**config.mk**
```make
export PLATFORM = sky130hd
export DESIGN_NAME = scroll_xlat
export DESIGN_NICKNAME = d
export VERILOG_FILES = /design/src/rtl/scroll_pkg.sv /design/src/rtl/win_map.sv /design/src/rtl/scroll_cfg.sv /design/src/rtl/scroll_xlat.sv
export SDC_FILE = /design/constraint.sdc
export NUM_CORES = 1
export LEC_CHECK = 0
export ABC_AREA = 1
export CORE_MARGIN = 3
export CORE_UTILIZATION = 29
export CTS_CLUSTER_SIZE = 25
export DETAILED_ROUTE_END_ITERATION = 7
export HOLD_SLACK_MARGIN = 0.15
export SYNTH_ARGS = -nofsm -noshare
export SYNTH_HDL_FRONTEND = slang
export SYNTH_HIERARCHICAL = 1
export SYNTH_SLANG_ARGS = --single-unit
```
**constraint.sdc**
```tcl
create_clock -name clk_i -period 8.2 [get_ports clk_i]
set_input_delay 1.64 -clock clk_i [delete_from_list [all_inputs] [get_ports clk_i]]
set_output_delay 1.64 -clock clk_i [all_outputs]
set_load 0.02 [all_outputs]
```
**src/rtl/scroll_pkg.sv**
```systemverilog
package scroll_pkg;
  typedef enum logic [1:0] {
    SEL_START  = 2'd0,
    SEL_END    = 2'd1,
    SEL_OFFSET = 2'd2,
    SEL_STEP   = 2'd3
  } cfg_sel_e;
endpackage

```
**src/rtl/win_map.sv**
```systemverilog
module win_map #(
  parameter int AW = 17
) (
  input  logic [AW-1:0] addr_i,
  input  logic [AW-1:0] start_i,
  input  logic [AW-1:0] end_i,
  input  logic [AW-1:0] off_i,
  output logic [AW-1:0] addr_o
);
  logic [AW:0] sum, len, wrapped;
  logic        in_win;

  always_comb begin
    in_win  = (start_i < end_i) && (addr_i >= start_i) && (addr_i < end_i);
    sum     = {1'b0, addr_i} + {1'b0, off_i};
    len     = {1'b0, end_i} - {1'b0, start_i};
    // off_i < len, so one subtraction always lands back inside the window
    wrapped = (sum >= {1'b0, end_i}) ? sum - len : sum;
    addr_o  = in_win ? wrapped[AW-1:0] : addr_i;
  end
endmodule

```
**src/rtl/scroll_cfg.sv**
```systemverilog
module scroll_cfg
  import scroll_pkg::*;
#(
  parameter int AW        = 17,
  parameter int LINE_STEP = 640
) (
  input  logic          clk_i,
  input  logic          rst_ni,
  input  logic          frame_start_i,
  input  logic          we_i,
  input  logic [1:0]    sel_i,
  input  logic [AW-1:0] wdata_i,
  output logic [AW-1:0] act_start_o,
  output logic [AW-1:0] act_end_o,
  output logic [AW-1:0] act_off_o
);
  localparam logic [AW:0] STEP_W = (AW+1)'(LINE_STEP);

  logic [AW-1:0] pend_start, pend_end;
  logic [AW:0]   pend_off, pend_len;
  logic          busy;

  assign pend_len = (pend_start < pend_end) ? ({1'b0, pend_end} - {1'b0, pend_start})
                                            : '0;

  always_ff @(posedge clk_i or negedge rst_ni) begin
    if (!rst_ni) begin
      pend_start <= '0;
      pend_end   <= '0;
      pend_off   <= '0;
      busy       <= 1'b0;
    end else if (we_i) begin
      unique case (cfg_sel_e'(sel_i))
        SEL_START:  pend_start <= wdata_i;
        SEL_END:    pend_end   <= wdata_i;
        SEL_OFFSET: pend_off   <= {1'b0, wdata_i};
        SEL_STEP:   pend_off   <= pend_off + STEP_W;
        default:    pend_off   <= pend_off;
      endcase
      busy <= 1'b1;
    end else if (busy) begin
      if (pend_len == '0)            busy     <= 1'b0;
      else if (pend_off >= pend_len) pend_off <= pend_off - pend_len;
      else                           busy     <= 1'b0;
    end
  end

  always_ff @(posedge clk_i or negedge rst_ni) begin
    if (!rst_ni) begin
      act_start_o <= '0;
      act_end_o   <= '0;
      act_off_o   <= '0;
    end else if (frame_start_i && !busy) begin
      act_start_o <= pend_start;
      act_end_o   <= pend_end;
      act_off_o   <= pend_off[AW-1:0];
    end
  end
endmodule

```
**src/rtl/scroll_xlat.sv**
```systemverilog
module scroll_xlat #(
  parameter int ADDR_W    = 17,
  parameter int LINE_STEP = 640
) (
  input  logic              clk_i,
  input  logic              rst_ni,
  input  logic              frame_start_i,
  input  logic              cfg_we_i,
  input  logic [1:0]        cfg_sel_i,
  input  logic [ADDR_W-1:0] cfg_wdata_i,
  input  logic [ADDR_W-1:0] disp_addr_i,
  output logic [ADDR_W-1:0] disp_addr_o,
  input  logic [ADDR_W-1:0] cpu_addr_i,
  output logic [ADDR_W-1:0] cpu_addr_o
);
  logic [ADDR_W-1:0] act_start, act_end, act_off;
  logic [ADDR_W-1:0] disp_map;

  scroll_cfg #(.AW(ADDR_W), .LINE_STEP(LINE_STEP)) u_cfg (
    .clk_i        (clk_i),
    .rst_ni       (rst_ni),
    .frame_start_i(frame_start_i),
    .we_i         (cfg_we_i),
    .sel_i        (cfg_sel_i),
    .wdata_i      (cfg_wdata_i),
    .act_start_o  (act_start),
    .act_end_o    (act_end),
    .act_off_o    (act_off)
  );

  win_map #(.AW(ADDR_W)) u_map_disp (
    .addr_i (disp_addr_i),
    .start_i(act_start),
    .end_i  (act_end),
    .off_i  (act_off),
    .addr_o (disp_map)
  );

  win_map #(.AW(ADDR_W)) u_map_cpu (
    .addr_i (cpu_addr_i),
    .start_i(act_start),
    .end_i  (act_end),
    .off_i  (act_off),
    .addr_o (cpu_addr_o)
  );

  always_ff @(posedge clk_i or negedge rst_ni) begin
    if (!rst_ni) disp_addr_o <= '0;
    else         disp_addr_o <= disp_map;
  end
endmodule

```
# Word level (Yosys, flattened, before mapping)
# Cells that the tools add are included.
[classes]
n_addsub = 8
n_lt_le_gt_ge = 9
eq_ne = 5
mux = 14
reduce_logical = 13
[ops]
columns = ["cell", "n"]
rows = [
  ["two-way mux 18 bit", 5],
  ["less-than comparator 17 bit", 4],
  ["two-way mux 17 bit", 4],
  ["subtractor 17 bit", 3],
  ["adder 17 x 17 -> 18 bit", 2],
  ["greater-or-equal comparator 18 x 17 -> 1 bit", 2],
  ["case mux 18 bit (2 select lines)", 1],
  ["greater-or-equal comparator 17 bit", 2],
  ["adder 18 x 10 -> 18 bit, second input constant", 1],
  ["greater-or-equal comparator 18 bit", 1],
  ["logical NOT 18 bit", 1],
  ["subtractor 17 x 17 -> 18 bit", 1],
  ["subtractor 18 bit", 1],
  ["logical AND 1 bit", 5],
  ["== test 2 bit, second input constant", 2],
  ["two-way mux 1 bit", 4],
  ["AND reduction 2 bit", 2],
  ["AND reduction 4 bit", 1],
  ["nonzero test 2 bit", 2],
  ["!= test 3 x 1 -> 1 bit, second input constant", 1],
  ["== test 2 x 1 -> 1 bit, second input constant", 1],
  ["logical NOT 2 bit", 1],
  ["!= test 2 bit, second input constant", 1],
  ["logical NOT 1 bit", 1],
]
[word_totals]
reg_bits = 121
inputBits = 57
word_cells = 57

# Longest topological paths before layout
[logic_depth]
word_depth = 7
ltp_mapped = 29

# Cells and area by module
# The synthesis kept the hierarchy.
[by_module_without_submodules]
columns = ["module", "n_inst", "cells_each", "area_each_um2"]
rows = [
  ["scroll_cfg", 1, 874, 6627.6],
  ["win_map at u_map_disp", 1, 668, 4167.7],
  ["win_map at u_map_cpu", 1, 639, 4058.9],
  ["scroll_xlat", 1, 17, 425.4],
]

# Worst setup path before layout
# OpenSTA, ideal clock, no wires.
[synth_path]
path_kind = "input to output"
startpoint = "input port cpu_addr_i[0]"
endpoint = "output port cpu_addr_o[13]"
t_arrival_ns = 4.702
required_time_ns = 6.560
path_slack_ns = 1.858
path_stages = 23
path_buffers = 0
cell_sequence = "ha_1 -> inv_1 -> fa_1 -> inv_1 -> nand3_1 -> nand2_1 -> nand2_1 -> nand2_1 -> a21oi_1 -> xor2_1 -> inv_1 -> fa_1 -> ha_1 -> nand2_1 -> inv_1 -> nor3_1 -> nand3_1 -> a21oi_1 -> xor2_1 -> inv_1 -> nand2_1 -> nand3_1 -> nand2_1"
[synth_between]
elab_chain_len = 4
[synth_rtl]
columns = ["element", "line_no", "rtl"]
rows = [
  ["start, declared", "scroll_xlat.sv:13", "input logic [ADDR_W-1:0] cpu_addr_i,"],
  ["adder 17 x 17 -> 18 bit or greater-or-equal comparator 17 bit (tied branches)", "win_map.sv:15, win_map.sv:14", ""],
  ["subtractor 17 bit (tied with other cells)", "win_map.sv:18", "wrapped = (sum >= {1'b0, end_i}) ? sum - len : sum;"],
  ["two-way mux 17 bit or logical AND 1 bit (tied branches)", "win_map.sv:18, win_map.sv:14", ""],
  ["two-way mux 17 bit (*)", "win_map.sv:19", "addr_o = in_win ? wrapped[AW-1:0] : addr_i;"],
  ["end, declared", "scroll_xlat.sv:14", "output logic [ADDR_W-1:0] cpu_addr_o"],
]
# Every way passes the cells marked *; elsewhere a longest branch is shown, timed or not.

# Final worst setup path
[layout_path]
startpoint = "input port cpu_addr_i[0]"
endpoint = "output port cpu_addr_o[16]"
# Same word-level chain as after synthesis.

==> impl_metrics.ini <==
[cells_and_area]
final_cell_mix = 629 x nand2_1, 321 x inv_1, 236 x ha_1, 148 x a21oi_1, 139 x nand3_1
layout_commonest_cell = nand2_1
n_fill_cell = 5579
final_net_count = 2615
drive_gt1_frac = 0.0579
area_growth_pct = 15.1

[critical_path]
path_max_fanout = 4
start_kind = primary input
critPathCaptureType = primary output
critical_path_depth = 27
cp.arrival_ns = 6.10
path_common_cell = nand2_1
max_stage_delay_ns = 0.59
crit_type = primary input to primary output
critical_path_buf_inv_count = 5
critPathTopFamily = simple AND/OR/NAND/NOR gates
worstPathRequired_ns = 6.56
cpMaxStageDelayCell = clkdlybuf4s50_1
rr_worst_depth = 23

[sta]
finalCritPeriodShare = 0.944
finalSetupViolCount = 0
worstMarginPinSlew_ns = 0.821
hold_viol = 0
min_period_ns = 7.74
finalClockSkew_ns = 0.0206
slew_headroom = 0.453
drv_slew = 0
rsz0062_at_grt = no
tns_ns = 0
max_freq_mhz = 129

[grt]
antenna_found_initial = 0
grt_pass1_wl_um = 81900
grt_max_degree = 79
track_usage = 0.187
grt_pass1_vias = 14400
overflow = 0

[placement]
gp_congestion = 0.918
place_hpwl_um = 43800
port_buffers = 90

[cts]
clockBufferDepth = 2
cts_hold_buf = 0
cts_buffers = 17
cts_sinks = 121
htree_levels = 4
cts_tree = yes
insertion_delay_ns = 0.45
path_clk_slew_ns = 0.06
root_buffer = clkbuf_16

[logic_synthesis]
synthDistinctLibCells = 55
syn-num-nets = 2527
yosys_warnings = 6
synth_edf_count = 0
avgSynthCellArea_um2 = 6.95
synthArstFlopShare = 1.00
syn_area_um2 = 15300
ys_seq_area_frac = 0.198
synth_seq_cells = 121
synth_ff_type = dfrtp_1
synthCells = 2198

[floorplan]
core_um2 = 51700
die_h_um = 236
num_rows = 83
io_pins = 91
initial_core_util = 0.295
dieArea_um2 = 55500
die-width_um = 236

[hold_path]
hp-class = register to register
min_path_cells = 2

[status]
status = finished clean

[detailed_routing]
vias = 14900
routed_wl_um = 53000
viasPerCell = 4.99
wl_per_cell_um = 17.8
firstDrtPassIters = 8
drc_errors = 0
drt_iter0_drc = 1227
ant_nets = 0

[flow_run]
maxCapViolCount = 0
-- through the flow --
step / hold slack (ns) / cells / worst slack, ns / utilization / instance area (um2)
2_1_floorplan: 0.442 / 2198 / 1.86 / - / 15300
3_3_place_gp: 0.465 / 2946 / 0.347 / 0.327 / 16900
3_5_place_dp: 0.463 / 2946 / 0.328 / 0.327 / 16900
4_1_cts: 0.479 / 2978 / 0.312 / 0.340 / 17600
5_1_grt: 0.507 / 2979 / 0.00886 / 0.340 / 17600
6_report: 0.477 / 2980 / 0.461 / 0.340 / 17600
-- logic make-up (layout without fill, tap and decap cells) --
| family | after synthesis | in the layout | share of synthesized area |
|---|---|---|---|
| muxes | 24 | 24 | 0.0177 |
| AOI/OAI and AO/OA | 343 | 343 | 0.126 |
| and+or+nand+nor | 1008 | 1008 | 0.286 |
| adders and majority gates | 272 | 272 | 0.240 |
| DFF | 121 | 121 | 0.198 |
| buffers and inverters | 366 | 467 | 0.0952 |
| other | 0 | 1 | 0 |
| xor gates and xnor gates | 64 | 64 | 0.0367 |
-- flip-flops by register name, summed over array words and instances (netlist names) --
signal	flops
u_cfg/pend_start	17
u_cfg/pend_end	17
disp_addr_o	17
u_cfg/act_end_o	17
u_cfg/act_off_o	17
u_cfg/act_start_o	17
u_cfg/busy	1
u_cfg/pend_off	18
-- synthesized netlist by cell type, drive strengths merged (26+ instances only) --
cell type / instances / share of area
fa: 36 / 0.047
dfrtp: 121 / 0.20
nor3: 26 / 0.0088
nand4: 49 / 0.020
nor2: 113 / 0.030
a21oi: 155 / 0.053
ha: 236 / 0.19
o21ai: 126 / 0.042
nand2: 643 / 0.16
inv: 327 / 0.080
nand3: 149 / 0.053
xor2: 40 / 0.023
-- area by class of cell --
| type | count | area (um2) | area share |
|---|---|---|---|
| Inverter | 327 | 1230 | 0.0698 |
| Antenna cell | 1 | 2.50 | 0.000142 |
| Multi-Input combinational cell | 1711 | 10800 | 0.614 |
| Timing Repair Buffer | 108 | 1040 | 0.0592 |
| Sequential cell | 121 | 3030 | 0.172 |
| Tap cell | 680 | 851 | 0.0484 |
| Clock inverter | 15 | 205 | 0.0117 |
| Clock buffer | 17 | 425 | 0.0242 |
-- worst reg2reg max path, cell delays in order (launching register included) --
cell	delay, ns
dfrtp_1	0.52
ha_1	0.28
inv_1	0.10
fa_1	0.42
nand3b_1	0.19
nand2_1	0.14
nand2_1	0.07
nand2_1	0.19
a21oi_1	0.11
xor2_1	0.35
inv_1	0.14
fa_1	0.45
ha_1	0.39
nand2_1	0.09
nor2_1	0.15
nand3_1	0.09
nand3_1	0.20
nand2_1	0.09
nand2_1	0.08
xor2_1	0.14
nand2_1	0.06
nand2_1	0.06
nand2_1	0.05
nand2_1	0.08
-- timing repair --
action,in CTS,in global routing
resized for setup,0,5
setup buffers,0,1
setup endpoints to repair,0,4
-- final timing paths --
path | start | to | slack [ns]
worst max register to register | u_cfg/act_off_o[0] | disp_addr_o[13] | 3.71
worst min-delay path | u_cfg/pend_off[0] | u_cfg/pend_off[0] | 0.48
worst max-delay path | cpu_addr_i[0] | cpu_addr_o[16] | 0.46
min in group asynchronous | rst_ni | disp_addr_o[15] | 1.26
worst min register to register | u_cfg/pend_off[0] | u_cfg/pend_off[0] | 0.48
max in group asynchronous | rst_ni | u_cfg/act_end_o[5] | 5.58
-- metal layers --
metal	wire, um	up-vias	global-route usage
li1	-	7413	-
met1	24800	6986	0.252
met2	24400	406	0.312
met3	2470	70	0.0250
met4	1320	0	0.0518
met5	0	-	0
Power is not shown: default switching activity piles up to over one toggle a cycle in this logic, so the estimate is an artifact.
